**src/rtl/cbd_pkg.sv**
```systemverilog
package cbd_pkg;
  typedef enum logic [2:0] {
    ST_NORMAL    = 3'd0,
    ST_BLK_PEND  = 3'd1,
    ST_BLOCKED   = 3'd2,
    ST_DBLK_PEND = 3'd3,
    ST_RUN       = 3'd4
  } cbd_state_e;
endpackage

```
**src/rtl/cbd_trig_sel.sv**
```systemverilog
// Merges the block triggers and picks the delay of the path that fires first.
module cbd_trig_sel #(
  parameter int LOC_DLY = 1,
  parameter int REL_DLY = 20,
  parameter int CW      = 5
) (
  input  logic          oc_pos,
  input  logic          oc_neg,
  input  logic          relay_flt,
  output logic          fire_o,
  output logic [CW-1:0] dly_o
);
  localparam int              FAST   = (LOC_DLY < REL_DLY) ? LOC_DLY : REL_DLY;
  localparam logic [CW-1:0]   LOC_W  = CW'(LOC_DLY);
  localparam logic [CW-1:0]   REL_W  = CW'(REL_DLY);
  localparam logic [CW-1:0]   FAST_W = CW'(FAST);

  logic local_oc;

  always_comb begin
    local_oc = oc_pos | oc_neg;
    fire_o   = local_oc | relay_flt;
    if (local_oc && relay_flt) dly_o = FAST_W;
    else if (local_oc)         dly_o = LOC_W;
    else                       dly_o = REL_W;
  end
endmodule

```
**src/rtl/cbd_timer.sv**
```systemverilog
// Tick counter shared by every timed state; expires on the target-th tick.
module cbd_timer #(
  parameter int CW = 5
) (
  input  logic          clk,
  input  logic          rst_n,
  input  logic          clr_i,
  input  logic          tick_i,
  input  logic [CW-1:0] target_i,
  output logic          expire_o
);
  localparam logic [CW-1:0] ONE = CW'(1);

  logic [CW-1:0] cnt_q, cnt_d;
  logic          at_end, cnt_en;

  always_comb begin
    at_end   = (cnt_q == target_i - ONE);
    expire_o = tick_i & at_end;
    cnt_en   = clr_i | tick_i;
    cnt_d    = cnt_q;
    if (clr_i)        cnt_d = '0;
    else if (!at_end) cnt_d = cnt_q + ONE;
  end

  always_ff @(posedge clk or negedge rst_n) begin
    if (!rst_n)      cnt_q <= '0;
    else if (cnt_en) cnt_q <= cnt_d;
  end

  AST_CNT_BELOW_TARGET: assert property (@(posedge clk) disable iff (!rst_n)
    !clr_i |-> (cnt_q < target_i)) else $error("counter passed its target");
endmodule

```
**src/rtl/cbd_restore.sv**
```systemverilog
// Isolation status over the disconnector set.
module cbd_restore #(
  parameter int N_DISC = 2
) (
  input  logic [N_DISC-1:0] disc_int,
  input  logic [N_DISC-1:0] disc_open,
  output logic              any_int_o,
  output logic              iso_done_o
);
  logic [N_DISC-1:0] still_closed;

  for (genvar g = 0; g < N_DISC; g++) begin : g_disc
    assign still_closed[g] = disc_int[g] & ~disc_open[g];
  end

  assign any_int_o  = |disc_int;
  assign iso_done_o = any_int_o & ~(|still_closed);
endmodule

```
**src/rtl/conv_block_seq.sv**
```systemverilog
module conv_block_seq
  import cbd_pkg::*;
#(
  parameter int N_DISC  = 2,
  parameter int LOC_DLY = 1,
  parameter int REL_DLY = 20,
  parameter int DEB_DLY = 50,
  parameter int MAX_DLY = 2000
) (
  input  logic              clk,
  input  logic              rst_n,
  input  logic              tick,
  input  logic              oc_pos,
  input  logic              oc_neg,
  input  logic              relay_flt,
  input  logic [N_DISC-1:0] disc_int,
  input  logic [N_DISC-1:0] disc_open,
  input  logic              volt_ok,
  input  logic              inv_mode,
  output logic              block_o,
  output logic              deblock_o,
  output logic [2:0]        state_o
);
  localparam int M1 = (LOC_DLY > REL_DLY) ? LOC_DLY : REL_DLY;
  localparam int M2 = (DEB_DLY > MAX_DLY) ? DEB_DLY : MAX_DLY;
  localparam int TOP = (M1 > M2) ? M1 : M2;
  localparam int CW  = $clog2(TOP + 1);
  localparam logic [CW-1:0] DEB_W = CW'(DEB_DLY);
  localparam logic [CW-1:0] MAX_W = CW'(MAX_DLY);

  cbd_state_e    state_q, state_d;
  logic [CW-1:0] pend_dly_q, sel_dly, tgt;
  logic          fire, expire, clr, timed, tmr_tick, load_dly;
  logic          any_int, iso_done;

  cbd_trig_sel #(.LOC_DLY(LOC_DLY), .REL_DLY(REL_DLY), .CW(CW)) u_trig (
    .oc_pos(oc_pos), .oc_neg(oc_neg), .relay_flt(relay_flt),
    .fire_o(fire), .dly_o(sel_dly)
  );

  cbd_restore #(.N_DISC(N_DISC)) u_rest (
    .disc_int(disc_int), .disc_open(disc_open),
    .any_int_o(any_int), .iso_done_o(iso_done)
  );

  cbd_timer #(.CW(CW)) u_tmr (
    .clk(clk), .rst_n(rst_n), .clr_i(clr), .tick_i(tmr_tick),
    .target_i(tgt), .expire_o(expire)
  );

  // Timer target and enable by state
  always_comb begin
    timed = 1'b1;
    unique case (state_q)
      ST_BLK_PEND:  tgt = pend_dly_q;
      ST_BLOCKED:   tgt = MAX_W;
      ST_DBLK_PEND: tgt = DEB_W;
      default: begin
        tgt   = MAX_W;
        timed = 1'b0;
      end
    endcase
    tmr_tick = tick & timed;
  end

  // Next-state
  always_comb begin
    state_d  = state_q;
    load_dly = 1'b0;
    unique case (state_q)
      ST_NORMAL, ST_RUN: begin
        if (fire) begin
          state_d  = ST_BLK_PEND;
          load_dly = 1'b1;
        end
      end
      ST_BLK_PEND: begin
        if (expire) state_d = ST_BLOCKED;
      end
      ST_BLOCKED: begin
        if (volt_ok)                          state_d = ST_RUN;
        else if (!inv_mode && iso_done)       state_d = ST_DBLK_PEND;
        else if (!inv_mode && expire && !any_int) state_d = ST_RUN;
      end
      ST_DBLK_PEND: begin
        if (volt_ok || expire) state_d = ST_RUN;
      end
      default: state_d = ST_NORMAL;
    endcase
    clr = (state_d != state_q);
  end

  // Registers
  always_ff @(posedge clk or negedge rst_n) begin
    if (!rst_n) state_q <= ST_NORMAL;
    else        state_q <= state_d;
  end

  always_ff @(posedge clk or negedge rst_n) begin
    if (!rst_n)        pend_dly_q <= '0;
    else if (load_dly) pend_dly_q <= sel_dly;
  end

  assign block_o   = (state_q == ST_BLOCKED) || (state_q == ST_DBLK_PEND);
  assign deblock_o = (state_q == ST_RUN);
  assign state_o   = state_q;

  // Assertions
  AST_IDLE_HOLDS: assert property (@(posedge clk) disable iff (!rst_n)
    (state_q == ST_NORMAL && !(oc_pos || oc_neg || relay_flt)) |=> (state_q == ST_NORMAL))
    else $error("idle left without trigger");
  AST_TRIG_ARMS: assert property (@(posedge clk) disable iff (!rst_n)
    ((state_q == ST_NORMAL || state_q == ST_RUN) && (oc_pos || oc_neg || relay_flt))
    |=> (state_q == ST_BLK_PEND)) else $error("trigger did not arm");
  AST_PEND_NEEDS_TICK: assert property (@(posedge clk) disable iff (!rst_n)
    (state_q == ST_BLK_PEND && !tick) |=> (state_q == ST_BLK_PEND))
    else $error("pending advanced without tick");
  AST_BLOCK_NO_REARM: assert property (@(posedge clk) disable iff (!rst_n)
    (state_q == ST_BLOCKED) |=> (state_q != ST_NORMAL && state_q != ST_BLK_PEND))
    else $error("blocked state re-armed");
  AST_RECT_VOLT_RUN: assert property (@(posedge clk) disable iff (!rst_n)
    ((state_q == ST_BLOCKED || state_q == ST_DBLK_PEND) && !inv_mode && volt_ok)
    |=> (state_q == ST_RUN)) else $error("voltage recovery ignored");
  AST_ISO_RELEASE: assert property (@(posedge clk) disable iff (!rst_n)
    (state_q == ST_BLOCKED && !inv_mode && !volt_ok && iso_done)
    |=> (state_q == ST_DBLK_PEND)) else $error("isolation not acted on");
  AST_INV_NEEDS_VOLT: assert property (@(posedge clk) disable iff (!rst_n)
    (state_q == ST_BLOCKED && inv_mode && !volt_ok) |=> (state_q == ST_BLOCKED))
    else $error("inverter released without voltage");
endmodule

```
**config.mk**
```make
export PLATFORM = sky130hd
export DESIGN_NAME = conv_block_seq
export DESIGN_NICKNAME = d
export VERILOG_FILES = /design/src/rtl/cbd_pkg.sv /design/src/rtl/cbd_trig_sel.sv /design/src/rtl/cbd_timer.sv /design/src/rtl/cbd_restore.sv /design/src/rtl/conv_block_seq.sv
export SDC_FILE = /design/constraint.sdc
export NUM_CORES = 1
export LEC_CHECK = 0
export ABC_AREA = 1
export BUFFER_PORTS_ARGS = -buffer_cell sky130_fd_sc_hd__buf_4
export CAP_MARGIN = 20
export CORE_UTILIZATION = 30
export CTS_CLUSTER_SIZE = 25
export DETAILED_ROUTE_END_ITERATION = 16
export PLACE_DENSITY = 0.52
export SLEW_MARGIN = 20
export SYNTH_ARGS = -nofsm -noshare
export SYNTH_HDL_FRONTEND = slang
export SYNTH_SLANG_ARGS = --single-unit
```
**constraint.sdc**
```tcl
create_clock -name clk -period 3 [get_ports clk]
set_input_delay 0.3 -clock clk [delete_from_list [all_inputs] [get_ports clk]]
set_output_delay 0.3 -clock clk [all_outputs]
set_load 0.02 [all_outputs]
```
==> impl_metrics.xml <==
<?xml version="1.0" encoding="UTF-8"?>
<metrics>
  <group name="logic_synthesis">
    <metric name="synthCells" unit="">186</metric>
    <metric name="ys_seq_area_share" unit="%">30.5</metric>
    <metric name="yosys.cell_types.count" unit="">25</metric>
    <metric name="register_bit_total_from_synthesis" unit="">16</metric>
    <metric name="netlist_area" unit="µm²">1310</metric>
    <metric name="synth-warning-count" unit="">0</metric>
    <metric name="synthesis.nets" unit="">201</metric>
    <metric name="syn_avg_cell_area" unit="µm²">7.06</metric>
  </group>
  <group name="clock_network">
    <metric name="worstSkewPairLatency" unit="ns">0.25</metric>
    <metric name="max-clock-path-buffers" unit="">2</metric>
    <metric name="clk_pin_slew" unit="ns">0.07</metric>
    <metric name="cts_post_setup_buffers_inserted" unit="">0</metric>
    <metric name="tritoncts_clock_tree" unit="">built</metric>
    <metric name="tritoncts_sink_count" unit="">16</metric>
    <metric name="clk_root_buffer_cell" unit="">sky130_fd_sc_hd__clkbuf_8</metric>
    <metric name="ctsHtreeMaxLevel" unit="">1</metric>
    <metric name="cts-buffers-inserted" unit="">3</metric>
  </group>
  <group name="critical_path">
    <metric name="data_required_time_at_the_worst_endpoint" unit="ns">3.14</metric>
    <metric name="critical_path.endpoint_type" unit="">flip-flop</metric>
    <metric name="critical_path_peak_fanout" unit="">11</metric>
    <metric name="worst-endpoint-arrival" unit="ns">2.89</metric>
    <metric name="setup.worst_path.class" unit="">reg -&gt; reg</metric>
    <metric name="setup.worst_path.start_class" unit="">flip-flop</metric>
  </group>
  <group name="die">
    <metric name="initial_utilization" unit="%">31.9</metric>
    <metric name="die_y" unit="µm">68.2</metric>
    <metric name="core_region_area" unit="µm²">4120</metric>
    <metric name="top_level_ports" unit="">17</metric>
    <metric name="die_area" unit="µm²">4650</metric>
    <metric name="die_w" unit="µm">68.2</metric>
    <metric name="placementRows" unit="">23</metric>
  </group>
  <group name="place">
    <metric name="finalWeightedCongestion" unit="">0.784</metric>
    <metric name="hpwlAfterDp" unit="µm">2340</metric>
    <metric name="place_ws" unit="ns">0.144</metric>
    <metric name="port-buffer-count" unit="">16</metric>
  </group>
  <group name="global_routing">
    <metric name="vias_in_the_first_global_route" unit="">1129</metric>
    <metric name="maximum_number_of_pins_on_one_net_before_global_route_repair" unit="">17</metric>
    <metric name="first_pass_grt_wire_length" unit="µm">5010</metric>
    <metric name="grtUsageTotal" unit="%">14.6</metric>
    <metric name="remaining_global_route_overflow" unit="">0</metric>
    <metric name="grt_antenna_before_repair" unit="">0</metric>
  </group>
  <group name="sta">
    <metric name="unrepaired_setup_endpoints_after_global_routing" unit="">false</metric>
    <metric name="worst_pin_slew" unit="ns">0.319</metric>
    <metric name="setup_violations" unit="">0</metric>
    <metric name="clock_skew" unit="ns">0.00547</metric>
    <metric name="final_critical_path_setup_slack" unit="ns">0.251</metric>
    <metric name="timing.final.max_slew_violations" unit="">0</metric>
    <metric name="fin_setup_tns" unit="ns">0</metric>
    <metric name="slew_headroom" unit="%">78.6</metric>
    <metric name="min_period_over_period" unit="%">91.6</metric>
    <metric name="final_period_minus_worst_setup_slack" unit="ns">2.75</metric>
    <metric name="achievable-frequency" unit="GHz">0.364</metric>
    <metric name="hold_viol" unit="">0</metric>
  </group>
  <group name="routing">
    <metric name="firstDrtPassIters" unit="">4</metric>
    <metric name="ant_nets" unit="">0</metric>
    <metric name="drt_iter0_drc" unit="">40</metric>
    <metric name="detailed_route_via_count" unit="">1180</metric>
    <metric name="routed_via_density" unit="">4.59</metric>
    <metric name="drt-total-wl" unit="µm">2940</metric>
    <metric name="post_drt_wl_per_cell" unit="µm">11.4</metric>
    <metric name="remaining_drc_errors" unit="">0</metric>
  </group>
  <group name="final_layout">
    <metric name="area.growth.synth_to_final" unit="%">19.1</metric>
    <metric name="num_antenna_cells" unit="">0</metric>
    <metric name="layout-drive-gt1-share" unit="%">25.1</metric>
    <metric name="layout.cells.most_common_list" unit="">sky130_fd_sc_hd__nand2_1, sky130_fd_sc_hd__inv_1, sky130_fd_sc_hd__nor2_1</metric>
    <metric name="layout.cells.most_common" unit="">sky130_fd_sc_hd__nand2_1</metric>
    <metric name="nets" unit="">223</metric>
  </group>
  <group name="power_and_ir_drop">
    <metric name="power.leakage" unit="nW">0.729</metric>
    <metric name="power_density" unit="nW/µm²">827</metric>
    <metric name="worst_ir_drop_on_vdd" unit="mV">0.256</metric>
    <metric name="total_power" unit="mW">1.29</metric>
  </group>
  <group name="flow_run">
    <metric name="timing.max_cap.violations" unit="">0</metric>
  </group>
  <group name="outcome">
    <metric name="outcome" unit="">completed</metric>
  </group>
  <group name="min_path">
    <metric name="path_type_of_the_worst_min_delay_path" unit="">in -&gt; reg</metric>
  </group>
</metrics>
==> worst max-delay path, stage by stage, from the launching register on <==
cell and delay, ns:
sky130_fd_sc_hd__dfrtp_1 0.45, sky130_fd_sc_hd__nor2_2 0.19, sky130_fd_sc_hd__nand2_1 0.12, sky130_fd_sc_hd__ha_1 0.25, sky130_fd_sc_hd__ha_1 0.30, sky130_fd_sc_hd__xor2_1 0.14, sky130_fd_sc_hd__nand2_1 0.06, sky130_fd_sc_hd__nor2_1 0.11
sky130_fd_sc_hd__nand3_1 0.11, sky130_fd_sc_hd__nor2_4 0.14, sky130_fd_sc_hd__nand3_4 0.12, sky130_fd_sc_hd__nand3_2 0.12, sky130_fd_sc_hd__nand2_1 0.07, sky130_fd_sc_hd__o21bai_2 0.10, sky130_fd_sc_hd__nand2_1 0.10, sky130_fd_sc_hd__nand2_4 0.19
sky130_fd_sc_hd__nor2_1 0.06
==> sequential cells by signal, summed over array words and instances, names as in the netlist <==
name,cells
state_o,3
pend_dly_q,2
u_tmr.cnt_q,11
==> synth_stat cells, drive strengths merged <==
library cell / n / area share [%]
nand2: 49 / 15
nand2b: 1 / 0.48
xor2: 10 / 6.7
dfrtp: 16 / 30
ha: 3 / 2.9
o22ai: 1 / 0.48
a31oi: 1 / 1.6
nand4: 8 / 3.8
a21oi: 4 / 1.8
nand3: 17 / 8.6
o21bai: 2 / 1.4
nor2: 34 / 14
o21ai: 7 / 2.7
clkinv: 1 / 0.29
buf: 1 / 0.86
nor3: 5 / 1.9
inv: 26 / 7.4
==> cell type report <==
| class | count | area, µm² |
|---|---|---|
| clock buffers | 4 | 55.1 |
| well taps | 50 | 62.6 |
| repair buffers | 18 | 138 |
| inverters | 27 | 101 |
| multi-input cells | 142 | 808 |
| flip-flops and latches | 16 | 400 |
| fillers | 449 | 2550 |
==> cells by family (layout without fill, tap and decap cells) <==
logic type                 count (synthesis)  after routing  share of synthesized area, %
and+or+nand+nor                          114            114                          43.4
AOI/OAI and AO/OA                         15             15                          8.00
buffers and inverters                     28             49                          8.57
DFF                                       16             16                          30.5
adders and majority gates                  3              3                          2.86
xor gates and xnor gates                  10             10                          6.67
==> layer usage <==
layer | GRT usage, % | routed length [µm]
met1 | 18.4 | 1470
met2 | 25.2 | 1350
met3 | 2.50 | 101
met4 | 3.91 | 20
met5 | 0 | 0
==> worst paths after layout <==
check / start / end / slack [ns] / cells after the start
worst max-delay path: state_o[2] / u_tmr.cnt_q[1] / 0.25 / 16
worst min-delay path: volt_ok / state_o[2] / 0.34 / 3
worst max register to register: state_o[2] / u_tmr.cnt_q[1] / 0.25 / 16
worst min register to register: pend_dly_q[0] / pend_dly_q[0] / 0.57 / 2
max in group asynchronous: rst_n / u_tmr.cnt_q[5] / 2.34 / 2
min in group asynchronous: rst_n / state_o[1] / 0.45 / 2
==> report_power, final <==
group / leakage [nW] / internal, mW / switching, mW
Sequential: 0.215 / 0.252 / 0.0436
Clock: 0.0288 / 0.117 / 0.0833
Combinational: 0.485 / 0.285 / 0.513
==> per-stage QoR <==
| stage | cells | util (%) | cell area, µm² | hold WS (ns) |
|---|---|---|---|---|
| after global routing | 257 | 38.0 | 1570 | 0.339 |
| after floorplan | 186 | - | 1320 | 0.00441 |
| after detailed placement | 252 | 36.3 | 1500 | 0.185 |
| final | 257 | 38.0 | 1570 | 0.339 |
| after CTS | 257 | 37.9 | 1560 | 0.335 |
| after global placement | 252 | 36.3 | 1500 | 0.181 |
==> what timing repair did <==
item,CTS,global route
hold endpoints to repair,16,0
setup endpoints to repair,0,11
hold buffers,1,0
resized for setup,0,1
Note: power is estimated with default switching activity, not from simulation.
